## config.mk

```make
export PLATFORM = sky130hd
export DESIGN_NAME = rffe_dac_slave
export DESIGN_NICKNAME = d
export VERILOG_FILES = /design/src/rtl/rffe_dac_pkg.sv /design/src/rtl/rffe_bus_sync.sv /design/src/rtl/rffe_seq_fsm.sv /design/src/rtl/rffe_regfile.sv /design/src/rtl/rffe_dac_slave.sv
export SDC_FILE = /design/constraint.sdc
export NUM_CORES = 1
export LEC_CHECK = 0
export ABC_AREA = 0
export CORE_MARGIN = 8
export CORE_UTILIZATION = 42
export CTS_CLUSTER_DIAMETER = 40
export DETAILED_ROUTE_END_ITERATION = 8
export SLEW_MARGIN = 20
export SYNTH_ARGS = -nofsm -noshare
export SYNTH_HDL_FRONTEND = slang
export SYNTH_SLANG_ARGS = --single-unit
```

## constraint.sdc

```tcl
create_clock -name clk -period 6.34 [get_ports clk]
set_input_delay 1.268 -clock clk [delete_from_list [all_inputs] [get_ports clk]]
set_output_delay 1.268 -clock clk [all_outputs]
set_load 0.02 [all_outputs]
```

## src/rtl/rffe_dac_pkg.sv

```systemverilog
package rffe_dac_pkg;

    localparam int CMD_BITS = 13;
    localparam int FRM_BITS = 9;
    localparam int NREG     = 5;

    typedef enum logic [2:0] {
        ST_IDLE, ST_CMD, ST_ADDR, ST_WDATA, ST_WPARK, ST_RTURN, ST_RDATA, ST_IGNORE
    } seq_state_e;

    function automatic logic [7:0] reg_addr(input int idx);
        case (idx)
            0: return 8'h00;
            1: return 8'h01;
            2: return 8'h02;
            3: return 8'h03;
            default: return 8'h10;
        endcase
    endfunction

    function automatic logic [7:0] reg_mask(input int idx);
        case (idx)
            0: return 8'h4C;
            1: return 8'hFF;
            2: return 8'h7F;
            3: return 8'h7F;
            default: return 8'h0F;
        endcase
    endfunction

    function automatic logic [7:0] reg_force(input int idx);
        return (idx == 4) ? 8'h10 : 8'h00;
    endfunction

    function automatic logic [7:0] reg_reset(input int idx);
        case (idx)
            0: return 8'h40;
            4: return 8'h1B;
            default: return 8'h00;
        endcase
    endfunction

endpackage

```

## src/rtl/rffe_bus_sync.sv

```systemverilog
module rffe_bus_sync #(
    parameter int STAGES = 2,
    parameter int W      = 2
) (
    input  logic         clk,
    input  logic         rst_n,
    input  logic [W-1:0] async_i,
    output logic [W-1:0] level_o,
    output logic [W-1:0] rise_o,
    output logic [W-1:0] fall_o
);
    logic [W-1:0] pipe_q [STAGES];
    logic [W-1:0] prev_q;

    always_ff @(posedge clk or negedge rst_n) begin
        if (!rst_n) begin
            for (int i = 0; i < STAGES; i++) pipe_q[i] <= '0;
            prev_q <= '0;
        end else begin
            pipe_q[0] <= async_i;
            for (int i = 1; i < STAGES; i++) pipe_q[i] <= pipe_q[i-1];
            prev_q <= pipe_q[STAGES-1];
        end
    end

    assign level_o = pipe_q[STAGES-1];
    assign rise_o  = pipe_q[STAGES-1] & ~prev_q;
    assign fall_o  = ~pipe_q[STAGES-1] & prev_q;
endmodule

```

## src/rtl/rffe_seq_fsm.sv

```systemverilog
module rffe_seq_fsm
    import rffe_dac_pkg::*;
#(
    parameter logic [3:0] SLV_ID      = 4'h7,
    parameter logic [4:0] STATUS_ADDR = 5'h1A
) (
    input  logic       clk,
    input  logic       rst_n,
    input  logic       sck_lvl_i,
    input  logic       sck_rise_i,
    input  logic       sck_fall_i,
    input  logic       sd_lvl_i,
    input  logic       sd_rise_i,
    input  logic       sd_fall_i,
    input  logic [7:0] status_i,
    output logic       wr_en_o,
    output logic [7:0] wr_addr_o,
    output logic [7:0] wr_data_o,
    output logic       commit_o,
    output logic       discard_o,
    output logic       set_err_o,
    output logic       clr_err_o,
    output logic       sdata_out_o,
    output logic       sdata_oe_o
);
    seq_state_e state_q, state_d;
    logic        armed_q, ssc;
    logic [11:0] sr_q;
    logic [12:0] nsr;
    logic [3:0]  cnt_q, ncnt, flen, left_q;
    logic [7:0]  addr_q;
    logic [8:0]  osr_q;
    logic        frame_done, cmd_par_ok, dat_par_ok, id_hit, is_ewr, is_rd, par_fail;

    assign ssc        = armed_q && sd_fall_i && !sck_lvl_i;
    assign nsr        = {sr_q, sd_lvl_i};
    assign ncnt       = cnt_q + 4'd1;
    assign flen       = (state_q == ST_CMD) ? 4'(CMD_BITS) : 4'(FRM_BITS);
    assign frame_done = sck_fall_i && (ncnt == flen);
    assign cmd_par_ok = ^nsr;
    assign dat_par_ok = ^nsr[8:0];
    assign id_hit     = (nsr[12:9] == SLV_ID);
    assign is_ewr     = (nsr[8:5] == 4'h0);
    assign is_rd      = (nsr[8:6] == 3'b011) && (nsr[5:1] == STATUS_ADDR);

    // start-pulse arming: data rise with clock low
    always_ff @(posedge clk or negedge rst_n) begin
        if (!rst_n)                        armed_q <= 1'b0;
        else if (sd_rise_i && !sck_lvl_i)  armed_q <= 1'b1;
        else if (sck_rise_i || ssc)        armed_q <= 1'b0;
    end

    always_comb begin
        state_d = state_q;
        if (ssc) begin
            state_d = ST_CMD;
        end else begin
            unique case (state_q)
                ST_IDLE, ST_IGNORE: state_d = state_q;
                ST_CMD: if (frame_done) begin
                    if (!id_hit || !cmd_par_ok) state_d = ST_IGNORE;
                    else if (is_ewr)            state_d = ST_ADDR;
                    else if (is_rd)             state_d = ST_RTURN;
                    else                        state_d = ST_IGNORE;
                end
                ST_ADDR:  if (frame_done) state_d = dat_par_ok ? ST_WDATA : ST_IGNORE;
                ST_WDATA: if (frame_done) begin
                    if (!dat_par_ok)          state_d = ST_IGNORE;
                    else if (left_q == 4'd0)  state_d = ST_WPARK;
                end
                ST_WPARK: if (sck_fall_i) state_d = ST_IDLE;
                ST_RTURN: if (sck_fall_i) state_d = ST_RDATA;
                ST_RDATA: if (sck_fall_i && ncnt == 4'(FRM_BITS)) state_d = ST_IDLE;
                default:  state_d = ST_IDLE;
            endcase
        end
    end

    always_ff @(posedge clk or negedge rst_n) begin
        if (!rst_n) state_q <= ST_IDLE;
        else        state_q <= state_d;
    end

    always_comb begin
        par_fail    = frame_done &&
                      (((state_q == ST_CMD) && id_hit && !cmd_par_ok) ||
                       (((state_q == ST_ADDR) || (state_q == ST_WDATA)) && !dat_par_ok));
        wr_en_o     = (state_q == ST_WDATA) && frame_done && dat_par_ok && !ssc;
        wr_addr_o   = addr_q;
        wr_data_o   = nsr[8:1];
        commit_o    = (state_q == ST_WPARK) && sck_fall_i && !ssc;
        set_err_o   = par_fail && !ssc;
        discard_o   = ssc || par_fail;
        clr_err_o   = (state_q == ST_RDATA) && sck_fall_i && (ncnt == 4'(FRM_BITS)) && !ssc;
        sdata_oe_o  = (state_q == ST_RDATA);
        sdata_out_o = osr_q[8];
    end

    always_ff @(posedge clk or negedge rst_n) begin
        if (!rst_n) begin
            sr_q <= '0; cnt_q <= '0; left_q <= '0; addr_q <= '0; osr_q <= '0;
        end else if (ssc) begin
            sr_q <= '0; cnt_q <= '0;
        end else if (sck_fall_i) begin
            unique case (state_q)
                ST_CMD, ST_ADDR, ST_WDATA: begin
                    sr_q  <= nsr[11:0];
                    cnt_q <= frame_done ? 4'd0 : ncnt;
                    if (frame_done && state_q == ST_CMD)  left_q <= nsr[4:1];
                    if (frame_done && state_q == ST_ADDR) addr_q <= nsr[8:1];
                    if (frame_done && state_q == ST_WDATA) begin
                        addr_q <= addr_q + 8'd1;
                        left_q <= left_q - 4'd1;
                    end
                end
                ST_RTURN: begin
                    osr_q <= {status_i, ~^status_i};
                    cnt_q <= 4'd0;
                end
                ST_RDATA: begin
                    osr_q <= {osr_q[7:0], 1'b0};
                    cnt_q <= (ncnt == 4'(FRM_BITS)) ? 4'd0 : ncnt;
                end
                default: ;
            endcase
        end
    end

    assert_start_restart_R2: assert property (@(posedge clk) disable iff (!rst_n)
        ssc |=> (state_q == ST_CMD));
    assert_oe_on_fall_R9: assert property (@(posedge clk) disable iff (!rst_n)
        $rose(sdata_oe_o) |-> $past(sck_fall_i));
endmodule

```

## src/rtl/rffe_regfile.sv

```systemverilog
module rffe_regfile
    import rffe_dac_pkg::*;
(
    input  logic       clk,
    input  logic       rst_n,
    input  logic       wr_en_i,
    input  logic [7:0] wr_addr_i,
    input  logic [7:0] wr_data_i,
    input  logic       commit_i,
    input  logic       discard_i,
    input  logic       set_err_i,
    input  logic       clr_err_i,
    output logic [7:0] cfg_o,
    output logic [7:0] tc_o,
    output logic [6:0] dac_a_o,
    output logic [6:0] dac_b_o,
    output logic [7:0] boost_o,
    output logic       err_o,
    output logic [7:0] status_o
);
    logic [7:0] live_q [NREG];
    logic [7:0] shadow_q [NREG];
    logic       pend_q [NREG];
    logic       err_q;

    for (genvar g = 0; g < NREG; g++) begin : g_reg
        always_ff @(posedge clk or negedge rst_n) begin
            if (!rst_n) begin
                shadow_q[g] <= '0;
                pend_q[g]   <= 1'b0;
                live_q[g]   <= reg_reset(g);
            end else begin
                if (commit_i || discard_i) pend_q[g] <= 1'b0;
                else if (wr_en_i && wr_addr_i == reg_addr(g)) begin
                    shadow_q[g] <= wr_data_i;
                    pend_q[g]   <= 1'b1;
                end
                if (commit_i && pend_q[g])
                    live_q[g] <= (shadow_q[g] & reg_mask(g)) | reg_force(g);
            end
        end
    end

    always_ff @(posedge clk or negedge rst_n) begin
        if (!rst_n)         err_q <= 1'b0;
        else if (set_err_i) err_q <= 1'b1;
        else if (clr_err_i) err_q <= 1'b0;
    end

    assign cfg_o    = live_q[0];
    assign tc_o     = live_q[1];
    assign dac_a_o  = live_q[2][6:0];
    assign dac_b_o  = live_q[3][6:0];
    assign boost_o  = live_q[4];
    assign err_o    = err_q;
    assign status_o = {7'b0, err_q};

    assert_dac_commit_R4: assert property (@(posedge clk) disable iff (!rst_n)
        (!$stable(live_q[2]) || !$stable(live_q[3])) |-> $past(commit_i));
    assert_cfg_commit_R4: assert property (@(posedge clk) disable iff (!rst_n)
        (!$stable(live_q[0]) || !$stable(live_q[4])) |-> $past(commit_i));
    assert_err_set_R5: assert property (@(posedge clk) disable iff (!rst_n)
        $rose(err_q) |-> $past(set_err_i));
    assert_err_clear_R9: assert property (@(posedge clk) disable iff (!rst_n)
        $fell(err_q) |-> $past(clr_err_i));
endmodule

```

## src/rtl/rffe_dac_slave.sv

```systemverilog
module rffe_dac_slave #(
    parameter logic [3:0] SLV_ID      = 4'h7,
    parameter logic [4:0] STATUS_ADDR = 5'h1A,
    parameter int         SYNC_STAGES = 2
) (
    input  logic       clk,
    input  logic       rst_n,
    input  logic       sclk,
    input  logic       sdata_in,
    output logic       sdata_out,
    output logic       sdata_oe,
    output logic [7:0] cfg_o,
    output logic [7:0] tc_o,
    output logic [6:0] dac_a_o,
    output logic [6:0] dac_b_o,
    output logic [7:0] boost_o,
    output logic       err_o
);
    logic [1:0] lvl, rise, fall;
    logic       wr_en, commit, discard, set_err, clr_err;
    logic [7:0] wr_addr, wr_data, status;

    rffe_bus_sync #(.STAGES(SYNC_STAGES), .W(2)) u_sync (
        .clk(clk), .rst_n(rst_n), .async_i({sdata_in, sclk}),
        .level_o(lvl), .rise_o(rise), .fall_o(fall)
    );

    rffe_seq_fsm #(.SLV_ID(SLV_ID), .STATUS_ADDR(STATUS_ADDR)) u_fsm (
        .clk(clk), .rst_n(rst_n),
        .sck_lvl_i(lvl[0]), .sck_rise_i(rise[0]), .sck_fall_i(fall[0]),
        .sd_lvl_i(lvl[1]), .sd_rise_i(rise[1]), .sd_fall_i(fall[1]),
        .status_i(status),
        .wr_en_o(wr_en), .wr_addr_o(wr_addr), .wr_data_o(wr_data),
        .commit_o(commit), .discard_o(discard), .set_err_o(set_err), .clr_err_o(clr_err),
        .sdata_out_o(sdata_out), .sdata_oe_o(sdata_oe)
    );

    rffe_regfile u_regs (
        .clk(clk), .rst_n(rst_n),
        .wr_en_i(wr_en), .wr_addr_i(wr_addr), .wr_data_i(wr_data),
        .commit_i(commit), .discard_i(discard), .set_err_i(set_err), .clr_err_i(clr_err),
        .cfg_o(cfg_o), .tc_o(tc_o), .dac_a_o(dac_a_o), .dac_b_o(dac_b_o),
        .boost_o(boost_o), .err_o(err_o), .status_o(status)
    );
endmodule

```

==> impl_metrics.yaml <==
timing:
  worst_slack_ns: 2.61
  max_slew.worst_pin.slew_ns: 0.951
  tns_ns: 0
  relSlewSlack_pct: 36.6
  finalMaxSlewViolations: 0
  min_period_ns: 3.73
  rsz0062_at_grt: "false"
  clock-skew-final_ns: 0.0110
  finalHoldViolCount: 0
  setup_viol: 0
  fmax_ghz: 0.268
  fin_crit_sh_pct: 58.8
placement:
  pre_cts_slack_ns: 3.04
  io_buffers: 35
  place_congestion: 0.825
  dpl.hpwl_um: 7460
  post-place-cells: 631
cts:
  cts.sinks: 111
  cts_tree: "yes"
  clk-insertion-delay-late_ns: 0.36
  post_cts_buffers: 0
  clk_pin_slew_ns: 0.07
  cts_root_buf: "clkbuf_16"
  postCtsResizedCells: 0
  postCtsHoldBufs: 0
  cts_buffer_depth: 2
  cts-htree-levels: 3
  numCtsBuffers: 9
setup_path:
  setup.worst_path.start: "u_fsm.state_q[1]"
  cp.required_ns: 5.07
  crit_arrival_ns: 2.46
  ff2ff_setup_slack_ns: 3.44
  worstReg2RegStart: "u_fsm.sr_q[6]"
  critPathCaptureType: "output port"
  crit_fanout: 15
  path_class: "flip-flop to output port"
  worstSetupStartpointType: "flip-flop"
logic_synthesis:
  yosys.cell_types.count: 64
  synth.ff_latch_count: 111
  seq_area_frac_synth_pct: 52.7
  synth_edf_count: 0
  synth-main-ff-cell: "dfrtp_1"
  syn_area_sq_um: 5280
  ys_async_sr_fraction_pct: 100
  ys.warnings.count: 0
  netlist_instances: 443
  syn_avg_cell_area_sq_um: 11.9
final_layout:
  area_delta_synth_final_pct: 14.7
  fillers: 1151
  antennaDiodeCount: 0
  drive_gt1_share_pct: 19.8
  nets: 482
  layoutNonFillerInstCount: 647
grt:
  grt_pass1_vias: 3578
  use_met2_pct: 22.7
  grt_antenna_before_repair: 0
  use_met1_pct: 18.9
  track_usage_pct: 14.7
  met3_usage_pct: 5.16
  grt_busiest_layer: "met2"
  grt_overflow: 0
  grt_pass1_wl_um: 18800
  grt_max_degree: 76
routing:
  drtIter0Drc: 212
  drtAntennaViolNets: 0
  finalWirelength_um: 11300
  post-route-drc-count: 0
  firstDrtPassIters: 5
  wl_per_cell_um: 17.5
  vias: 3529
  vias_per_cell: 5.45
min_path:
  min_from: "u_sync.pipe_q[2]"
  hold_class: "flip-flop to flip-flop"
power_and_ir_drop:
  power.leakage_nw: 2.71
  power_density_nw_per_um2: 350
  vdd_drop_max_mv: 0.220
floorplanning:
  die_h_um: 128
  initial_core_util_pct: 42.3
  dieArea_sq_um: 16400
  core_sq_um: 12500
  rows: 41
  ioPinCount: 45
  die_w_um: 128
job:
  drv_cap: 0
run_status:
  status: "completed"
## cell families (layout without fill, tap and decap cells)
kind of cell / count (synthesis) / after routing / synth area share, %
AO/OA/AOI/OAI: 81 / 81 / 10.5
XOR/XNOR: 10 / 10 / 2.56
other: 2 / 9 / 0.142
buffers and inverters: 37 / 62 / 3.70
AND/OR/NAND/NOR: 124 / 124 / 13.7
adder cells (fa/ha/maj): 8 / 8 / 1.90
multiplexers: 70 / 70 / 14.8
flip-flops: 111 / 111 / 52.7
## cell usage in the layout (no fill, tap or decap), types with 3 or more instances in the layout
master / n
dfrtp_1: 107
conb_1: 9
o22a_1: 4
xnor2_1: 3
mux2i_1: 9
nor3b_1: 5
o21ai_0: 24
nor2_1: 16
a31oi_1: 4
ha_1: 8
nand3_1: 18
nand2b_1: 6
clkdlybuf4s50_1: 34
a21oi_1: 11
nand4_4: 3
mux2_2: 60
and2_1: 3
xor2_1: 4
nor2b_1: 4
a22o_1: 13
nand3b_1: 4
nor4_1: 4
nand4_1: 3
nor3_1: 7
o211ai_1: 4
dfstp_2: 4
nand2_1: 36
inv_1: 10
clkbuf_16: 9
## Yosys cell counts, drive strengths merged, types with 4 or more instances
library cell | number | area share (%)
nand3 | 18 | 1.7
xor2 | 4 | 0.66
nand2 | 36 | 2.6
nand4 | 7 | 1.8
o21ai | 24 | 2.3
nand2b | 6 | 0.71
o22a | 4 | 0.66
o211ai | 4 | 0.57
mux2i | 10 | 2.0
ha | 8 | 1.9
nand3b | 4 | 0.57
nor3b | 5 | 0.71
nor2 | 16 | 1.1
nor2b | 4 | 0.47
nor3 | 8 | 0.76
dfrtp | 107 | 51
inv | 10 | 0.71
buf | 16 | 2.2
a22o | 13 | 2.2
dfstp | 4 | 2.0
mux2 | 60 | 13
xnor2 | 4 | 1.0
clkbuf | 11 | 0.78
a31oi | 4 | 0.47
a21oi | 11 | 1.0
nor4 | 5 | 0.88
## worst paths after layout
| kind | to | cells after the start |
|---|---|---|
| setup / recovery | sdata_oe | 3 |
| hold / removal | u_sync.level_o[0] | 0 |
| setup reg to reg | u_regs.pend_q[4] | 6 |
| hold reg to reg | u_sync.level_o[0] | 0 |
| max in group asynchronous | u_regs.shadow_q[0] | 2 |
| min in group asynchronous | u_regs.tc_o[4] | 1 |
## area by class of cell
cell class                      instances  area (sq um)  share of cell area [%]
Inverter                               10          37.5                   0.620
Clock buffer                           10           229                    3.78
Tap cell                              172           215                    3.56
Sequential cell                       111          2780                    46.0
Multi-Input combinational cell        302          2340                    38.6
Timing Repair Buffer                   36           355                    5.87
Clock inverter                          6          97.6                    1.61
## sequential cells by signal (all words and copies together) (netlist names), 4 cells and up
register         cells
u_regs.shadow_q     29
u_fsm.cnt_q          4
u_fsm.wr_addr_o      8
u_fsm.osr_q          9
u_regs.dac_b_o       7
u_fsm.sr_q          12
u_regs.pend_q        5
u_regs.dac_a_o       7
u_regs.boost_o       4
u_regs.tc_o          8
u_fsm.left_q         4
## layer usage
| metal | up-vias | wire (um) | part of all wire, % |
|---|---|---|---|
| met5 | - | 0 | 0 |
| met4 | 0 | 99 | 0.87 |
| met3 | 9 | 693 | 6.1 |
| met2 | 88 | 5280 | 47 |
| met1 | 1782 | 5270 | 46 |
| li1 | 1650 | - | - |
## stage by stage
step	power, mW	utilization [%]	instance area (sq um)	hold slack, ns
floorplan	1.36	-	5300	0.331
global placement	1.48	45.9	5720	0.341
detailed placement	1.49	45.9	5720	0.344
CTS	2.13	48.5	6050	0.363
global route	2.23	48.6	6050	0.370
finish	2.12	48.6	6050	0.354
## worst max-delay path: stages, from the launching register on
cell and delay [ns]:
dfrtp_1 0.56, nand2b_1 0.19, nor2_1 0.60, clkdlybuf4s50_1 0.74
## power breakdown
| part | total, mW | switching [mW] | internal, mW |
|---|---|---|---|
| sequential | 0.884 | 0.125 | 0.759 |
| combinational | 0.609 | 0.358 | 0.251 |
| clock | 0.624 | 0.271 | 0.353 |
| total | 2.12 | 0.755 | 1.36 |
Power figures use the tool's default switching activity.
